--- src/rtl/rtc_pkg.sv ---
package rtc_pkg;
  localparam int DW        = 8;
  localparam int CLK_BYTES = 7;
  localparam int CIW       = $clog2(CLK_BYTES);
  localparam int REG_COUNT = 20;
  localparam int IW        = $clog2(REG_COUNT);

  typedef logic [DW-1:0] byte_t;

  // Section bounds drive the wrap behaviour.
  localparam byte_t CLK_FIRST = 8'h00;
  localparam byte_t CLK_LAST  = 8'h06;
  localparam byte_t CTL_FIRST = 8'h07;
  localparam byte_t CTL_LAST  = 8'h0B;
  localparam byte_t ALM_FIRST = 8'h0C;
  localparam byte_t ALM_LAST  = 8'h11;
  localparam byte_t RAM_FIRST = 8'h12;
  localparam byte_t RAM_LAST  = 8'h13;
  localparam byte_t HOLE_ADDR = 8'h09;
  localparam byte_t CTL_ADDR  = 8'h07;

  typedef enum logic [2:0] {
    EV_START = 3'd0,
    EV_ADDR  = 3'd1,
    EV_WRITE = 3'd2,
    EV_READ  = 3'd3,
    EV_STOP  = 3'd4
  } ev_kind_e;
endpackage

--- src/rtl/rtc_ptr_step.sv ---
module rtc_ptr_step
  import rtc_pkg::*;
(
  input  byte_t cur,
  output byte_t nxt
);
  always_comb begin
    if (cur == CLK_LAST)      nxt = CLK_FIRST;
    else if (cur == CTL_LAST) nxt = CTL_FIRST;
    else if (cur == ALM_LAST) nxt = ALM_FIRST;
    else if (cur == RAM_LAST) nxt = RAM_FIRST;
    else if (cur > RAM_LAST)  nxt = cur;
    else                      nxt = cur + byte_t'(1);
  end
endmodule

--- src/rtl/rtc_snapshot.sv ---
module rtc_snapshot
  import rtc_pkg::*;
(
  input  logic                    clk,
  input  logic                    rst_n,
  input  logic                    capture,
  input  logic [CLK_BYTES*DW-1:0] live,
  input  logic [CIW-1:0]          sel,
  output byte_t                   byte_out
);
  logic [CLK_BYTES*DW-1:0] held;

  always_ff @(posedge clk or negedge rst_n) begin
    if (!rst_n)       held <= '0;
    else if (capture) held <= live;
  end

  assign byte_out = (int'(sel) < CLK_BYTES) ? held[int'(sel)*DW +: DW] : '0;
endmodule

--- src/rtl/rtc_store.sv ---
module rtc_store
  import rtc_pkg::*;
#(
  parameter int WREN_BIT = 4
) (
  input  logic  clk,
  input  logic  rst_n,
  input  logic  we,
  input  byte_t waddr,
  input  byte_t wdata,
  input  byte_t raddr,
  output byte_t rdata,
  output logic  wren
);
  localparam byte_t REG_END = byte_t'(REG_COUNT);

  logic [REG_COUNT*DW-1:0] flat;

  for (genvar a = 0; a < REG_COUNT; a++) begin : g_reg
    if (byte_t'(a) < CTL_FIRST || byte_t'(a) == HOLE_ADDR) begin : g_none
      assign flat[a*DW +: DW] = '0;
    end else begin : g_ff
      byte_t q;
      always_ff @(posedge clk or negedge rst_n) begin
        if (!rst_n)                          q <= '0;
        else if (we && waddr == byte_t'(a))  q <= wdata;
      end
      assign flat[a*DW +: DW] = q;
    end
  end

  assign rdata = (raddr < REG_END) ? flat[int'(raddr[IW-1:0])*DW +: DW] : '0;
  assign wren  = flat[int'(CTL_ADDR)*DW + WREN_BIT];
endmodule

--- src/rtl/rtc_regfile_ctrl.sv ---
module rtc_regfile_ctrl
  import rtc_pkg::*;
#(
  parameter logic [6:0] DEV_ADDR = 7'b1101111,
  parameter int         WREN_BIT = 4
) (
  input  logic                    clk,
  input  logic                    rst_n,
  input  logic                    ev_valid,
  output logic                    ev_ready,
  input  logic [2:0]              ev_kind,
  input  logic [DW-1:0]           ev_data,
  output logic                    rd_valid,
  input  logic                    rd_ready,
  output logic [DW-1:0]           rd_data,
  input  logic [CLK_BYTES*DW-1:0] tk_time,
  output logic                    tk_load,
  output logic [CIW-1:0]          tk_wr_idx,
  output logic [DW-1:0]           tk_wr_data
);
  ev_kind_e kind;
  logic     fire, match;
  logic     sel_q, rd_mode_q, need_ptr_q;
  byte_t    ptr_q, ptr_nxt;
  logic     in_clk, wren;
  logic     ptr_fire, wr_fire, rd_fire, snap_take;
  byte_t    snap_byte, store_byte;

  assign kind     = ev_kind_e'(ev_kind);
  assign ev_ready = !rd_valid;
  assign fire     = ev_valid && ev_ready;
  assign match    = (ev_data[DW-1:1] == DEV_ADDR);
  assign in_clk   = (ptr_q <= CLK_LAST);

  assign ptr_fire  = fire && kind == EV_WRITE && sel_q && !rd_mode_q && need_ptr_q;
  assign wr_fire   = fire && kind == EV_WRITE && sel_q && !rd_mode_q && !need_ptr_q;
  assign rd_fire   = fire && kind == EV_READ && sel_q && rd_mode_q;
  assign snap_take = fire && kind == EV_ADDR && match && ev_data[0];

  rtc_ptr_step u_step (
    .cur (ptr_q),
    .nxt (ptr_nxt)
  );

  rtc_snapshot u_snap (
    .clk      (clk),
    .rst_n    (rst_n),
    .capture  (snap_take),
    .live     (tk_time),
    .sel      (ptr_q[CIW-1:0]),
    .byte_out (snap_byte)
  );

  rtc_store #(.WREN_BIT(WREN_BIT)) u_store (
    .clk   (clk),
    .rst_n (rst_n),
    .we    (wr_fire && !in_clk),
    .waddr (ptr_q),
    .wdata (ev_data),
    .raddr (ptr_q),
    .rdata (store_byte),
    .wren  (wren)
  );

  // Transaction state and pointer
  always_ff @(posedge clk or negedge rst_n) begin
    if (!rst_n) begin
      sel_q      <= 1'b0;
      rd_mode_q  <= 1'b0;
      need_ptr_q <= 1'b0;
      ptr_q      <= '0;
    end else begin
      if (fire && (kind == EV_START || kind == EV_STOP)) sel_q <= 1'b0;
      if (fire && kind == EV_ADDR) begin
        sel_q      <= match;
        rd_mode_q  <= ev_data[0];
        need_ptr_q <= !ev_data[0];
      end
      if (ptr_fire) begin
        ptr_q      <= ev_data;
        need_ptr_q <= 1'b0;
      end else if (wr_fire || rd_fire) begin
        ptr_q <= ptr_nxt;
      end
    end
  end

  // Read byte output register
  always_ff @(posedge clk or negedge rst_n) begin
    if (!rst_n) begin
      rd_valid <= 1'b0;
      rd_data  <= '0;
    end else if (rd_fire) begin
      rd_valid <= 1'b1;
      rd_data  <= in_clk ? snap_byte : store_byte;
    end else if (rd_valid && rd_ready) begin
      rd_valid <= 1'b0;
    end
  end

  // Load strobe to the timekeeping counter
  always_ff @(posedge clk or negedge rst_n) begin
    if (!rst_n) begin
      tk_load    <= 1'b0;
      tk_wr_idx  <= '0;
      tk_wr_data <= '0;
    end else begin
      tk_load <= wr_fire && in_clk && wren;
      if (wr_fire && in_clk) begin
        tk_wr_idx  <= ptr_q[CIW-1:0];
        tk_wr_data <= ev_data;
      end
    end
  end
endmodule

--- config.mk ---
export PLATFORM = sky130hd
export DESIGN_NAME = rtc_regfile_ctrl
export DESIGN_NICKNAME = d
export VERILOG_FILES = /design/src/rtl/rtc_pkg.sv /design/src/rtl/rtc_ptr_step.sv /design/src/rtl/rtc_snapshot.sv /design/src/rtl/rtc_store.sv /design/src/rtl/rtc_regfile_ctrl.sv
export SDC_FILE = /design/constraint.sdc
export NUM_CORES = 1
export LEC_CHECK = 0
export BUFFER_PORTS_ARGS = -buffer_cell sky130_fd_sc_hd__clkbuf_2
export CORE_MARGIN = 5
export CORE_UTILIZATION = 45
export CTS_CLUSTER_SIZE = 25
export DETAILED_ROUTE_END_ITERATION = 6
export GPL_TIMING_DRIVEN = 0
export RECOVER_POWER = 50
export SYNTH_ARGS = -nofsm -noshare
export SYNTH_HDL_FRONTEND = slang
export SYNTH_SLANG_ARGS = --single-unit
--- constraint.sdc ---
create_clock -name clk -period 2.8 [get_ports clk]
set_clock_uncertainty 0.15 [all_clocks]
set_input_delay 0.14 -clock clk [delete_from_list [all_inputs] [get_ports clk]]
set_output_delay 0.14 -clock clk [all_outputs]
set_load 0.02 [all_outputs]
==> results summary, run 1 <==
The run finished, with violations left. The final reports fail on max-capacitance violations, max-slew violations. Of the total synthesized cell area, the portion taken by XOR and XNOR cells is 0.000997. Ranked by total cell area, the synthesized netlist is headed by dfrtp_1 (52%), mux2_2 (21%), mux2i_1 (3.6%).

The worst setup path is launched from a register. Synthesis produced between 600 and 700 cells. Of the post-synthesis cell area, the dominant cell type holds 0.524.

The number of hold violations in the final report is 0. The HPWL after detailed placement came out at ~17 mm. The synthesized-area fraction occupied by ao, oa, aoi and oai cells came to 0.0822. The internal cell power is 0.00402 W. The start point of the worst min-delay path is ev_valid. In the final layout, the share of cells above drive strength 1 is 0.378. The number of fill cells came out at roughly 1.6k. The signal on the critical path passes through buf_2 > clkbuf_4 > clkbuf_4 > mux2i_1 > o22ai_1 > o21ai_0 > a31oi_1. The max-slew violation total from the final report came out at around 120. The transition time of the tightest slew-check pin came out at between 1.5 and 2 ns. The residual DRC count is 0.

The average size of a mapped cell is approximately 13 µm². The clock edge transition at the registers on the reported setup and hold paths came out at roughly 0.08 ns. In the synthesized netlist the dominant register cell turns out to be dfrtp_1. The number of vias after detailed routing came out at 6,278. The maximum operating frequency came out at ~370 MHz. The largest family of logic cells by synthesized area is multiplexers.

The starting utilization of the core area is 0.454. The number of H-tree levels came out at 4. The net count of the finished layout is slightly above 900. Yosys mapped a number of flops with a built-in enable equal to 0. The average via count per standard cell came out at between 5 and 6.

The first detailed-routing pass took 6 iterations. The total of buffers placed on input and output ports came out at a little over 90. The share of flip-flops with an asynchronous set or reset came out at 1.00. The highest cell delay on the worst timing path is between 0.4 and 0.5 ns. The met1 capacity usage during global routing is 0.290.

Entering global routing, the biggest net connects 117 pins. The standard cell with the maximum stage delay on the critical path is dfrtp_1. The global placement routability congestion is ~0.94. The relative area change from synthesis to final layout came out at 24.2%. Of the total synthesized cell area, the portion taken by AND, OR, NAND and NOR gates is 0.0753. Data on the critical path arrives at its endpoint at between 2 and 3 ns. The finished layout cell area came out at approximately 0.011 mm².

The total number of yosys warnings came out at 0. The violation count after the first detailed-route iteration is 387. The worst setup path is captured at a register.

Of the synthesized area, sequential elements account for 0.524. The flip-flop and latch count after synthesis is between 150 and 200. The analysis attributes to cell leakage a power of 5.08 nW. The worst reg2reg path startpoint is ptr_q[1]$_DFFE_PN0P_. The via count of the first global-routing pass came out at 6,940. The total clock sinks is ~180. Of the total power, the clock network draws 0.450. Max-cap violations in this run came to 1. The largest vdd supply drop came out at roughly 400 µV. The net count after synthesis came out at roughly 740. The cell sitting at the root of the clock tree is a clkbuf_16. The count of nets left with antenna violations once routing finished came out at 0. The global routing stage identified its most utilized layer as met2.

The cell with the most instances on the worst path is clkbuf_4. The fraction of power spent switching nets came out at 0.259. The kind of critical path is reg2reg. The final-report setup violation count is 0. The final period demand of the worst path came out at between 2 and 3 ns. The total clock buffers created by CTS is 17. For this design the total switching power over the nets is ~0.0014 W. In the global route stage, overall resource usage came out at 0.229. The fraction of the mapped netlist area in adder cells is 0.00570.

The die width came out at 150 µm. Once placement finished, the instance area stood at a little under 0.01 mm². The initial antenna violation count came out at 0.

The sequential share of power is 0.495. For this block, the routed nets add up to approximately 24 mm of wire. The met3 routing resource usage after global routing came out at 0.0518.

The library cell with the highest instance count after synthesis is dfrtp_1. The combinational power share is 0.055. The clock network latency to the later pin of the worst-skew pair is roughly 0.44 ns. The path class of the tightest hold or removal check is in2reg. The die extent in y came out at roughly 150 µm.

The met2 routing resource usage after global routing is 0.397. After detailed routing, the average wire length per cell comes to between 20 and 25 µm. The cell area power density is between 400 and 500 mW/mm². Tracing the worst setup path back leads to its startpoint at ptr_q[1]$_DFFE_PN0P_. The first global-routing pass estimated ~39 mm of wire. In the synthesized netlist, the cells that appear most often are dfrtp_1 (184), mux2_2 (167), mux2i_1 (32), o21ai_0 (28), clkbuf_1 (23).

The overall overflow remaining after global route is 0. The floorplan die area came out at 0.0224 mm². The placeable core area is 0.0193 mm². The I/O pin total is 93. TritonCTS built the clock tree.

The post-synthesis instance area is about 0.0088 mm². Counting both buffers and inverters, the worst setup path holds a total of 3. The portion of synthesized area spent on multiplexers is 0.283.

The number of distinct standard cells referenced by the synthesized netlist is around 60. The count of antenna diodes in the layout came out at 0. The share of the core filled with cells came out at 0.564.

The biggest fanout along the worst timing path came out at 10. The number of cell rows came out at approximately 50. In this run the tightest slew margin relative to its limit is -0.0469.

The post-route fraction of the period consumed by the critical path came out at 0.973. The clock passes through at most 2 buffers. Broken down by cell family, the worst path's largest delay share belongs to buffers and inverters. The cell taking the most area after synthesis is dfrtp_1.

STA puts the critical path data required time at 2.96 ns.
metal layers:
metal,share of wire,up-vias,wire length [µm]
met5,0,-,0
met4,0.015,0,378
met3,0.059,27,1450
met2,0.50,207,12200
met1,0.43,3195,10400
li1,-,2849,-
area by class of cell:
type                            instances  area, µm²  area share
Buffer                                 49        235      0.0216
Clock buffer                           17        425      0.0390
Clock inverter                         15        178      0.0163
Inverter                                9       33.8     0.00310
Multi-Input combinational cell        427       3930       0.360
Sequential cell                       184       4610       0.422
Tap cell                              265        332      0.0304
Timing Repair Buffer                  165       1170       0.107
power by group through the flow:
stage | clock network (W) | registers (W) | logic, W
final | 0.00244 | 0.00268 | 0.000296
after global routing | 0.00260 | 0.00269 | 0.000327
after CTS | 0.00248 | 0.00268 | 0.000302
after detailed placement | 0 | 0.00274 | 0.000226
after global placement | 0 | 0.00274 | 0.000214
after floorplan | 0 | 0.00273 | 0.0000681
metrics by stage:
step	setup WS [ns]	instances	power, W	TNS (ns)	hold slack (ns)
after floorplan	0.412	669	0.00280	0	-0.306
after global placement	-1.86	1025	0.00295	-343.16	0.175
after detailed placement	-0.290	1026	0.00296	-2.64	0.200
after CTS	0.0231	1131	0.00546	0	0.00857
after global routing	-0.00110	1131	0.00561	-0.00110	0.0572
final	0.0756	1131	0.00542	0	0.0222
logic make-up after synthesis:
logic type                 count (synthesis)
and+or+nand+nor                           98
adders and majority gates                  4
DFF                                      184
muxes                                    212
buffers and inverters                     58
xor gates and xnor gates                   1
AOI/OAI and AO/OA                        112
timing repair:
action | CTS | global route
buffers inserted | 1 | 0
endpoints found under the setup margin | 44 | 71
endpoints found under the hold margin | 204 | 0
pin swaps | 1 | 0
gates resized for setup | 2 | 8
hold buffers | 72 | 0
worst register-to-register path, cell delays in order, from the launching register on:
cell and delay (ns):
dfrtp_1 0.45, buf_2 0.33, clkbuf_4 0.35, clkbuf_4 0.33, mux2i_1 0.30, o22ai_1 0.12
o21ai_0 0.43, a31oi_1 0.15
path summary, 6_finish.rpt:
path                       slack, ns                                       to  cells past startpoint
max reg2reg                     0.08                   rd_data[4]$_DFFE_PN0P_                      7
max in group asynchronous       0.65  u_store.g_reg[18].g_ff.q[0]$_DFFE_PN0P_                      3
min in group asynchronous       0.52                tk_wr_data[6]$_DFFE_PN0P_                      2
max                             0.08                   rd_data[4]$_DFFE_PN0P_                      7
min                             0.02                    rd_mode_q$_DFFE_PN0P_                      4
min reg2reg                     0.34                 tk_wr_idx[1]$_DFFE_PN0P_                      2
registers in the layout (all words and copies together), names as in the netlist:
signal / cells
tk_wr_data: 8
rd_data: 8
rd_valid: 1
need_ptr_q: 1
tk_load: 1
u_snap.held: 56
rd_mode_q: 1
u_store.g.g_ff.q: 96
tk_wr_idx: 3
ptr_q: 8
sel_q: 1
cell usage in the layout (no fill, tap or decap), types with 5 or more instances in the layout:
cell type | netlist | layout
clkbuf_2 | 0 | 70
mux4_2 | 12 | 12
a31oi_1 | 13 | 13
o22ai_1 | 12 | 12
nand2_1 | 18 | 18
a211o_1 | 5 | 5
a21oi_1 | 17 | 17
clkbuf_16 | 0 | 17
nor3_1 | 5 | 5
o21ai_0 | 28 | 28
mux2i_1 | 32 | 32
dfrtp_1 | 184 | 183
nor2b_1 | 6 | 6
buf_2 | 19 | 15
clkbuf_1 | 23 | 44
a22oi_1 | 7 | 7
clkbuf_4 | 0 | 5
and3_1 | 9 | 9
inv_1 | 9 | 9
o211ai_1 | 10 | 10
nor2_1 | 16 | 15
mux2_2 | 167 | 167
dlygate4sd3_1 | 0 | 72
Note: power is estimated with default switching activity, not from simulation.
==> inputs of run 2 (changes only) <==
--- a/config.mk
+++ b/config.mk
@@ -10,3 +10,2 @@
 export CORE_UTILIZATION = 45
-export CTS_CLUSTER_SIZE = 25
 export DETAILED_ROUTE_END_ITERATION = 6
==> constraint.sdc (replaced) <==
create_clock -name clk -period 2.8 [get_ports clk]
set_clock_uncertainty 0.15 [all_clocks]
set_input_delay 0.7 -clock clk [delete_from_list [all_inputs] [get_ports clk]]
set_output_delay 0.7 -clock clk [all_outputs]
set_load 0.02 [all_outputs]
==> run 2 against run 1 <==
The flow still finishes with violations (max-capacitance violations, max-slew violations). Combinational power fell by 26%. Critical path type unchanged. Register-to-register slack gained 0.03 ns. Clock power is essentially flat. Hold slack better by 0.29 ns. Die area unchanged. Design area down 6.5%. Count of clock-buffer cells in the layout unchanged. Worst setup slack better by 0.031 ns. Global-route usage is 0.73 points lower. Total power fell by 1.3%. Fmax is 1.2% higher. Routed wire length shrank 3.3%.
==> results summary, run 2 (synthesis gave the netlist of run 1 again) <==
The placeable core area came out at slightly below 0.02 mm². The routed wire length per instance came out at about 22 µm. In the final layout, the share of cells above drive strength 1 is 0.432. The critical path is of the reg2reg type. The tightest min-delay check is of the in2reg type. The congestion estimate from routability-driven global placement came to approximately 0.94. The type of element launching the critical path is a register. The H-tree was split into 4 levels. The overall overflow remaining after global route came out at 0. The number of iterations in the first detailed-routing pass is 5.

The total clock buffers created by CTS came out at 17. After clock tree synthesis, the flow added hold-fix buffers numbering 0. The total of buffers placed on input and output ports came out at 91. The overall global routing resource usage is 0.222. The number of flip-flops under the largest register name is between 90 and 100. The global-route wire length before repair came out at ~37 mm. The max-slew violation total from the final report came out at 117.

Max-cap violations in this run came to 1. Static timing analysis puts the maximum clock frequency at ~370 MHz. The floorplan die area is 0.0224 mm². The footprint of the flip-flops and latches came out at about 0.0046 mm². The number of fill cells came out at around 1.7k. The flow ran to the end, but the final reports show violations. Relative to the synthesized area, the layout overhead comes to 16.1%.

Subtracting the final worst setup slack from the clock period gives approximately 2.7 ns. The later pin in the worst-skew pair is clocked with a latency of 0.45 ns. The library cell used most frequently in the layout, excluding fill and tap cells, is dfrtp_1. The residual antenna-violating net count after detailed routing came out at 0. The register with the highest flop count is u_store.g.g_ff.q.

The non-filler instance count after layout came out at ~1.1k. VDD sags by at most ~400 µV. The smallest setup slack after layout is between 0.1 and 0.15 ns.

Summed over all nets, the half-perimeter wirelength after detailed placement is roughly 17 mm. Setup repair after global routing left no endpoint under its margin. The die width is between 100 and 150 µm.

The total wirelength of the detailed-routed design came out at about 24 mm. The residual DRC count came out at 0. The via count of the first global-routing pass came to between 6k and 7k. The static leakage is approximately 4.8 nW. The headroom to the max-slew limit came out at -0.0501.

The tree is rooted in a clkbuf_16. The clock edge transition at the registers on the reported setup and hold paths came out at 0.07 ns. The worst setup path is captured at a register. TritonCTS built the clock tree. The post-route fraction of the period consumed by the critical path came out at 0.962. The largest net degree at the start of global routing came out at 117.

The maximum clock path buffer count is 2. The number of hold violations in the final report came to 0. The worst endpoint data arrival time came out at 2.87 ns.

In the layout the commonest cells are dfrtp_1 (183), mux2_2 (167), clkbuf_2 (86). The cell area power density came out at 524 mW/mm². Dividing the detail-routed via count by the number of cells gives 5.70. The number of cell rows came out at 51. The critical path required time is between 2 and 3 ns.

The checks that failed: max-capacitance violations, max-slew violations. The initial utilization of the core area, before any placement, comes to 0.454. The multi-input combinational cell area came out at between 0.003 and 0.004 mm². The initial antenna violation count came out at 0. The I/O pin total came out at 93. At the pin with the least slew margin, the transition time is ~1.6 ns. The detailed router finished its first iteration with ~340 violations. Setup violations remaining at the end of the flow were counted as 0.

The biggest fanout along the worst timing path came out at 8. The post-route worst hold slack came out at roughly 0.31 ns. The total instance count after detailed placement came out at between 1k and 1.5k. The largest registers in the layout are u_store.g.g_ff.q: 96 flops, u_snap.held: 56 flops. The placement-stage worst setup slack is -0.290 ns. The net count reported at finish is roughly 860. The repair_antennas step left the layout with diodes totalling 0.

The die extent in y came out at 150 µm. The total clock sinks is around 180. The number of vias after detailed routing is 6,035.
==> run 2: layer usage <==
layer  vias up  global-route usage  share of wire
met5         -                   0              0
met4         0              0.0604          0.017
met3        29              0.0545          0.061
met2       198               0.376           0.49
met1      3100               0.286           0.43
li1       2708                   -              -
==> run 2: worst paths after layout <==
kind | end | slack [ns] | depth (start not counted) | start
setup reg to reg | u_store.g_reg[10].g_ff.q[5]$_DFFE_PN0P_ | 0.11 | 5 | rd_valid$_DFFE_PN0P_
max in group asynchronous | u_snap.held[34]$_DFFE_PN0P_ | 0.62 | 2 | rst_n
hold reg to reg | tk_wr_idx[1]$_DFFE_PN0P_ | 0.34 | 2 | tk_wr_idx[1]$_DFFE_PN0P_
hold / removal | rd_valid$_DFFE_PN0P_ | 0.31 | 2 | rd_ready
setup / recovery | u_store.g_reg[10].g_ff.q[5]$_DFFE_PN0P_ | 0.11 | 5 | rd_valid$_DFFE_PN0P_
min in group asynchronous | tk_wr_data[6]$_DFFE_PN0P_ | 0.53 | 1 | rst_n
==> run 2: metrics by stage <==
step	instance area, µm²	util	TNS, ns	total power, W
3_5_place_dp	9610	0.497	-16.74	0.00296
3_3_place_gp	9570	0.495	-453.22	0.00295
4_1_cts	10200	0.529	0	0.00539
6_report	10200	0.528	0	0.00535
2_1_floorplan	8790	-	0	0.00280
5_1_grt	10200	0.528	0	0.00553
==> run 2: final cells by class <==
cell class                 count  area share
sequential                   184       0.451
multi-input combinational    427       0.385
timing repair buffer          93      0.0460
clock buffer                  17      0.0417
tap                          265      0.0325
buffer                        49      0.0226
clock inverter                15      0.0174
inverter                       9     0.00331
==> run 2: critical path, stage by stage (launching register included) <==
cell      delay [ns]
dfrtp_1         0.41
nand4b_1        0.27
nor2_1          0.48
nand3_1         0.29
nor2_2          0.57
mux2_2          0.41
==> run 2: repair_timing <==
action                                  CTS  global route
buffers inserted                          1             0
cloned                                    0             0
gates resized for setup                   2             6
endpoints found under the setup margin   44            71
pin swaps                                 1             0
==> run 2: power by group <==
group / internal [W] / switching (W) / total (W)
logic: 0.0000702 / 0.000148 / 0.000218
registers: 0.00267 / 0.0000150 / 0.00268
clock network: 0.00121 / 0.00123 / 0.00244
